--- config.mk ---
export PLATFORM = sky130hd
export DESIGN_NAME = addr_guard
export DESIGN_NICKNAME = d
export VERILOG_FILES = /design/src/rtl/addr_guard_pkg.sv /design/src/rtl/addr_guard_regs.sv /design/src/rtl/addr_guard_cmp.sv /design/src/rtl/addr_guard_fault.sv /design/src/rtl/addr_guard.sv
export SDC_FILE = /design/constraint.sdc
export NUM_CORES = 1
export LEC_CHECK = 0
export ABC_AREA = 1
export BUFFER_PORTS_ARGS = -buffer_cell sky130_fd_sc_hd__buf_2
export CAP_MARGIN = 20
export CORE_MARGIN = 2
export CORE_UTILIZATION = 35
export DETAILED_ROUTE_END_ITERATION = 10
export PLACE_DENSITY = 0.52
export SLEW_MARGIN = 20
export SYNTH_ARGS = -nofsm -noshare
export SYNTH_HDL_FRONTEND = slang
export SYNTH_SLANG_ARGS = --single-unit
--- constraint.sdc ---
create_clock -name clk -period 7.7 [get_ports clk]
set_clock_uncertainty 0.05 [all_clocks]
set_input_delay 0.77 -clock clk [delete_from_list [all_inputs] [get_ports clk]]
set_output_delay 0.77 -clock clk [all_outputs]
set_load 0.02 [all_outputs]
--- src/rtl/addr_guard_pkg.sv ---
package addr_guard_pkg;
  typedef enum logic {
    SEL_LOWER = 1'b0,
    SEL_SIZE  = 1'b1
  } cfg_sel_e;
endpackage

--- src/rtl/addr_guard_regs.sv ---
module addr_guard_regs #(
  parameter int ADDR_W = 16
) (
  input  logic              clk,
  input  logic              rst,
  input  logic              cfg_we,
  input  logic              cfg_sel,
  input  logic [ADDR_W-1:0] cfg_data,
  input  logic              user_mode,
  output logic [ADDR_W-1:0] lower_q,
  output logic [ADDR_W-1:0] size_q,
  output logic              wr_denied
);
  import addr_guard_pkg::*;

  logic wr_ok;

  assign wr_ok     = cfg_we && !user_mode;
  assign wr_denied = cfg_we && user_mode;

  always_ff @(posedge clk) begin
    if (rst) begin
      lower_q <= '0;
      size_q  <= '0;
    end else if (wr_ok) begin
      if (cfg_sel_e'(cfg_sel) == SEL_LOWER) lower_q <= cfg_data;
      else                                  size_q  <= cfg_data;
    end
  end
endmodule

--- src/rtl/addr_guard_cmp.sv ---
module addr_guard_cmp #(
  parameter int ADDR_W = 16
) (
  input  logic              req_valid,
  input  logic [ADDR_W-1:0] req_addr,
  input  logic              user_mode,
  input  logic [ADDR_W-1:0] lower_q,
  input  logic [ADDR_W-1:0] size_q,
  output logic              grant,
  output logic              acc_denied
);
  localparam int EXT_W = ADDR_W + 1;

  logic [EXT_W-1:0] end_x;
  logic [EXT_W-1:0] addr_x;
  logic             in_range;

  always_comb begin
    end_x    = {1'b0, lower_q} + {1'b0, size_q};
    addr_x   = {1'b0, req_addr};
    in_range = (req_addr >= lower_q) && (addr_x < end_x);
  end

  assign grant      = req_valid && (!user_mode || in_range);
  assign acc_denied = req_valid && user_mode && !in_range;
endmodule

--- src/rtl/addr_guard_fault.sv ---
module addr_guard_fault #(
  parameter int ADDR_W = 16
) (
  input  logic              clk,
  input  logic              rst,
  input  logic              acc_denied,
  input  logic              wr_denied,
  input  logic [ADDR_W-1:0] req_addr,
  output logic              fault,
  output logic [ADDR_W-1:0] fault_addr
);
  always_ff @(posedge clk) begin
    if (rst) begin
      fault      <= 1'b0;
      fault_addr <= '0;
    end else begin
      fault <= acc_denied || wr_denied;
      if (acc_denied) fault_addr <= req_addr;
    end
  end
endmodule

--- src/rtl/addr_guard.sv ---
module addr_guard #(
  parameter int ADDR_W = 16
) (
  input  logic              clk,
  input  logic              rst,
  input  logic              req_valid,
  input  logic [ADDR_W-1:0] req_addr,
  input  logic              user_mode,
  input  logic              cfg_we,
  input  logic              cfg_sel,
  input  logic [ADDR_W-1:0] cfg_data,
  output logic              grant,
  output logic              fault,
  output logic [ADDR_W-1:0] fault_addr
);
  logic [ADDR_W-1:0] lower_q;
  logic [ADDR_W-1:0] size_q;
  logic              wr_denied;
  logic              acc_denied;

  addr_guard_regs #(.ADDR_W(ADDR_W)) regs_i (
    .clk       (clk),
    .rst       (rst),
    .cfg_we    (cfg_we),
    .cfg_sel   (cfg_sel),
    .cfg_data  (cfg_data),
    .user_mode (user_mode),
    .lower_q   (lower_q),
    .size_q    (size_q),
    .wr_denied (wr_denied)
  );

  addr_guard_cmp #(.ADDR_W(ADDR_W)) cmp_i (
    .req_valid  (req_valid),
    .req_addr   (req_addr),
    .user_mode  (user_mode),
    .lower_q    (lower_q),
    .size_q     (size_q),
    .grant      (grant),
    .acc_denied (acc_denied)
  );

  addr_guard_fault #(.ADDR_W(ADDR_W)) fault_i (
    .clk        (clk),
    .rst        (rst),
    .acc_denied (acc_denied),
    .wr_denied  (wr_denied),
    .req_addr   (req_addr),
    .fault      (fault),
    .fault_addr (fault_addr)
  );
endmodule

==> metrics.cfg <==
[floorplanning]
die_h_um=102
die_x_um=102
dieArea_um2=10400
initial_core_util_pct=36.2
rows=35
core_area_um2=9240
io_pins=56

[setup_path]
setup.worst_path.start_class=flip-flop
cp_data_arrival_time_ns=3.58
cp.depth=18
path_class=flip-flop to output port
cp_slowest_cell=ha_1
cp_num_buf_inv=1
critPathRequiredTime_ns=6.88
slowest_delay_ns=0.35
path_cells=ha_1, a21oi_1, nand2_1, nand2_1, nand2_1, o21ai_0, o21ai_1, a21oi_1, xor2_1, ha_1, nand2_1, nor2_1, a211oi_1, nand2_1, nand2_2, nand3_4, a21boi_1, buf_2
path_common_cell=nand2_1
worst-path-max-fanout=34
worst_r2r_path_depth=18
cp_top_family=compound AO/OA/AOI/OAI gates
crit_path_end_kind=output port

[synthesis]
ys_ff_latch=49
yosysSeqAreaShare_pct=29.3
yosysUniqueCellTypes=33
syn_area_um2=3350
yosysWarnings=0
synthCells=468
synthesis.nets=554
syn_avg_cell_area_um2=7.15

[power]
power.switching_mw=0.211
pwr-share-clk_pct=28.2
combPwrFrac_pct=26.7
internal_power_mw=0.408
finalPower_mw=0.619
p_seq_share_pct=45.1
power_density_nw_per_um2=162
switching_share_pct=34.1
vdd_drop_max_uv=74.8
p_leak_nw=1.84

[place]
place.gp.congestion=0.846
dp_slack_ns=3.68
portBuffers=55
hpwl_um=6160

[clocking]
cts_buffers=5
clockBufferDepth=2
clk-insertion-delay-late_ns=0.31
post_cts_buffers=0
cts_tree=yes
clk_pin_slew_ns=0.10
cts.repair.resized=0
cts.htree.levels=2
cts_root_buf=clkbuf_8
clkSinkCount=49
ctsHoldBuffers=0

[cells_and_area]
drive_gt1_share_pct=15.0
fin_nets=600
fill_cells=1026
antennaDiodeCount=0
multi_input_area_um2=2020
regArea_um2=981
area_growth_pct=13.8

[drt]
routed_via_density=4.63
routed.top_layer=met4
wl_met3_um=347
wire_per_inst_um=12.3
antenna_left=0
route.met2.wl_um=3060
drt_iter0_markers=97
drt-total-wl_um=7900
firstDrtPassIters=4
wl_met1_um=4390
drc=0
vias=2984

[grt]
grt_pass1_wl_um=13400
grt_max_degree=49
antenna_found_initial=0
grtUsageTotal_pct=16.3
grt_pass1_vias=2813
grt-ovfl-total=0

[timing]
hold_viol_final=0
fin_setup_tns_ns=0
slew_violations=0
fin_ws_ns=3.30
rsz0062_at_grt=no
finalCritPeriodShare_pct=57.1
finalSetupViolCount=0
fmax_mhz=228
worstMarginPinSlew_ns=0.959
min_period_ns=4.40
slew_headroom_pct=36.0
hold_ws_ns=0.410

[hold_path]
hold_depth=2
hp-class=flip-flop to flip-flop

[job]
maxCapViolCount=0

[outcome]
status=complete, no violations

## area by class of cell
cell class / count / share of cell area [%]
Multi-Input combinational cell: 333 / 53.1
Clock inverter: 2 / 0.460
Timing Repair Buffer: 56 / 7.52
Clock buffer: 6 / 2.17
Sequential cell: 49 / 25.7
Tap cell: 129 / 4.24
Inverter: 69 / 6.80
## metrics by stage
step	instances	utilization [%]	instance area (um^2)
final	644	41.2	3810
after global routing	644	41.2	3810
after CTS	643	41.1	3790
after detailed placement	635	40.0	3690
after global placement	635	40.0	3690
after floorplan	468	-	3350
## path summary, 6_finish.rpt
path | slack (ns) | from | endpoint
min reg2reg | 0.41 | regs_i.size_q[14] | regs_i.size_q[14]
max reg2reg | 4.37 | regs_i.size_q[2] | fault_i.fault
min | 0.41 | regs_i.size_q[14] | regs_i.size_q[14]
max | 3.30 | regs_i.size_q[2] | grant
## state kept, by name, indices dropped and copies added, names as in the netlist
register / flops
fault_i.fault_addr: 16
regs_i.lower_q: 16
regs_i.size_q: 16
fault_i.fault: 1
## layer usage
layer / global-route usage, % / vias to the layer above
li1: - / 1631
met1: 24.4 / 1287
met2: 23.9 / 60
met3: 2.69 / 6
met4: 4.37 / 0
met5: 0 / -
## power by group through the flow
stage / sequential [mW] / combinational [mW] / clock [mW]
3_3_place_gp: 0.285 / 0.162 / 0
3_5_place_dp: 0.285 / 0.166 / 0
5_1_grt: 0.281 / 0.191 / 0.192
4_1_cts: 0.279 / 0.166 / 0.181
2_1_floorplan: 0.294 / 0.114 / 0
6_report: 0.279 / 0.165 / 0.174
## layout by cell type, fill, tap and decap left out, types with 2 or more instances in the layout
cell | netlist | routed
a31oi_1 | 2 | 2
o21bai_1 | 2 | 2
ha_1 | 47 | 47
a21oi_1 | 73 | 73
buf_2 | 3 | 55
clkbuf_8 | 0 | 6
xnor2_1 | 7 | 7
inv_1 | 69 | 68
nand2_2 | 5 | 5
nor2_1 | 30 | 30
dfxtp_1 | 49 | 49
o21ai_0 | 37 | 37
nand3_2 | 1 | 2
nor3_1 | 2 | 2
nor2_2 | 2 | 2
nand2_1 | 78 | 78
nand3_1 | 27 | 26
xor2_1 | 7 | 7
## cell families after synthesis
kind of cell               count (synthesis)  share of synthesized area [%]
buffers and inverters                     86                           10.4
adders and majority gates                 48                           18.2
DFF                                       49                           29.3
xor gates and xnor gates                  14                           3.66
AOI/OAI and AO/OA                        122                           19.1
and+or+nand+nor                          149                           19.4
## worst min-delay path, stage by stage (launching register included)
cell     delay, ns
dfxtp_1       0.33
inv_1         0.05
a21oi_1       0.05
## synthesized netlist by cell type (all sizes together)
library cell	number	share of area (%)
fa	1	0.60
inv	69	7.7
o31ai	1	0.22
clkbuf	9	1.0
nor4	1	0.37
nand3	29	4.9
xor2	7	1.8
a31oi	2	0.37
xnor2	7	1.8
and3	1	0.19
nor3	2	0.30
nand3b	1	0.22
ha	47	18
o21bai	2	0.45
nand2	83	9.7
a21boi	1	0.22
a21oi	74	11
o21ai	38	5.7
o21a	1	0.22
buf	8	1.7
a21o	1	0.22
dfxtp	49	29
a211oi	1	0.22
o2111ai	1	0.26
nor2	32	3.7
(Power assumes the default switching activity.)
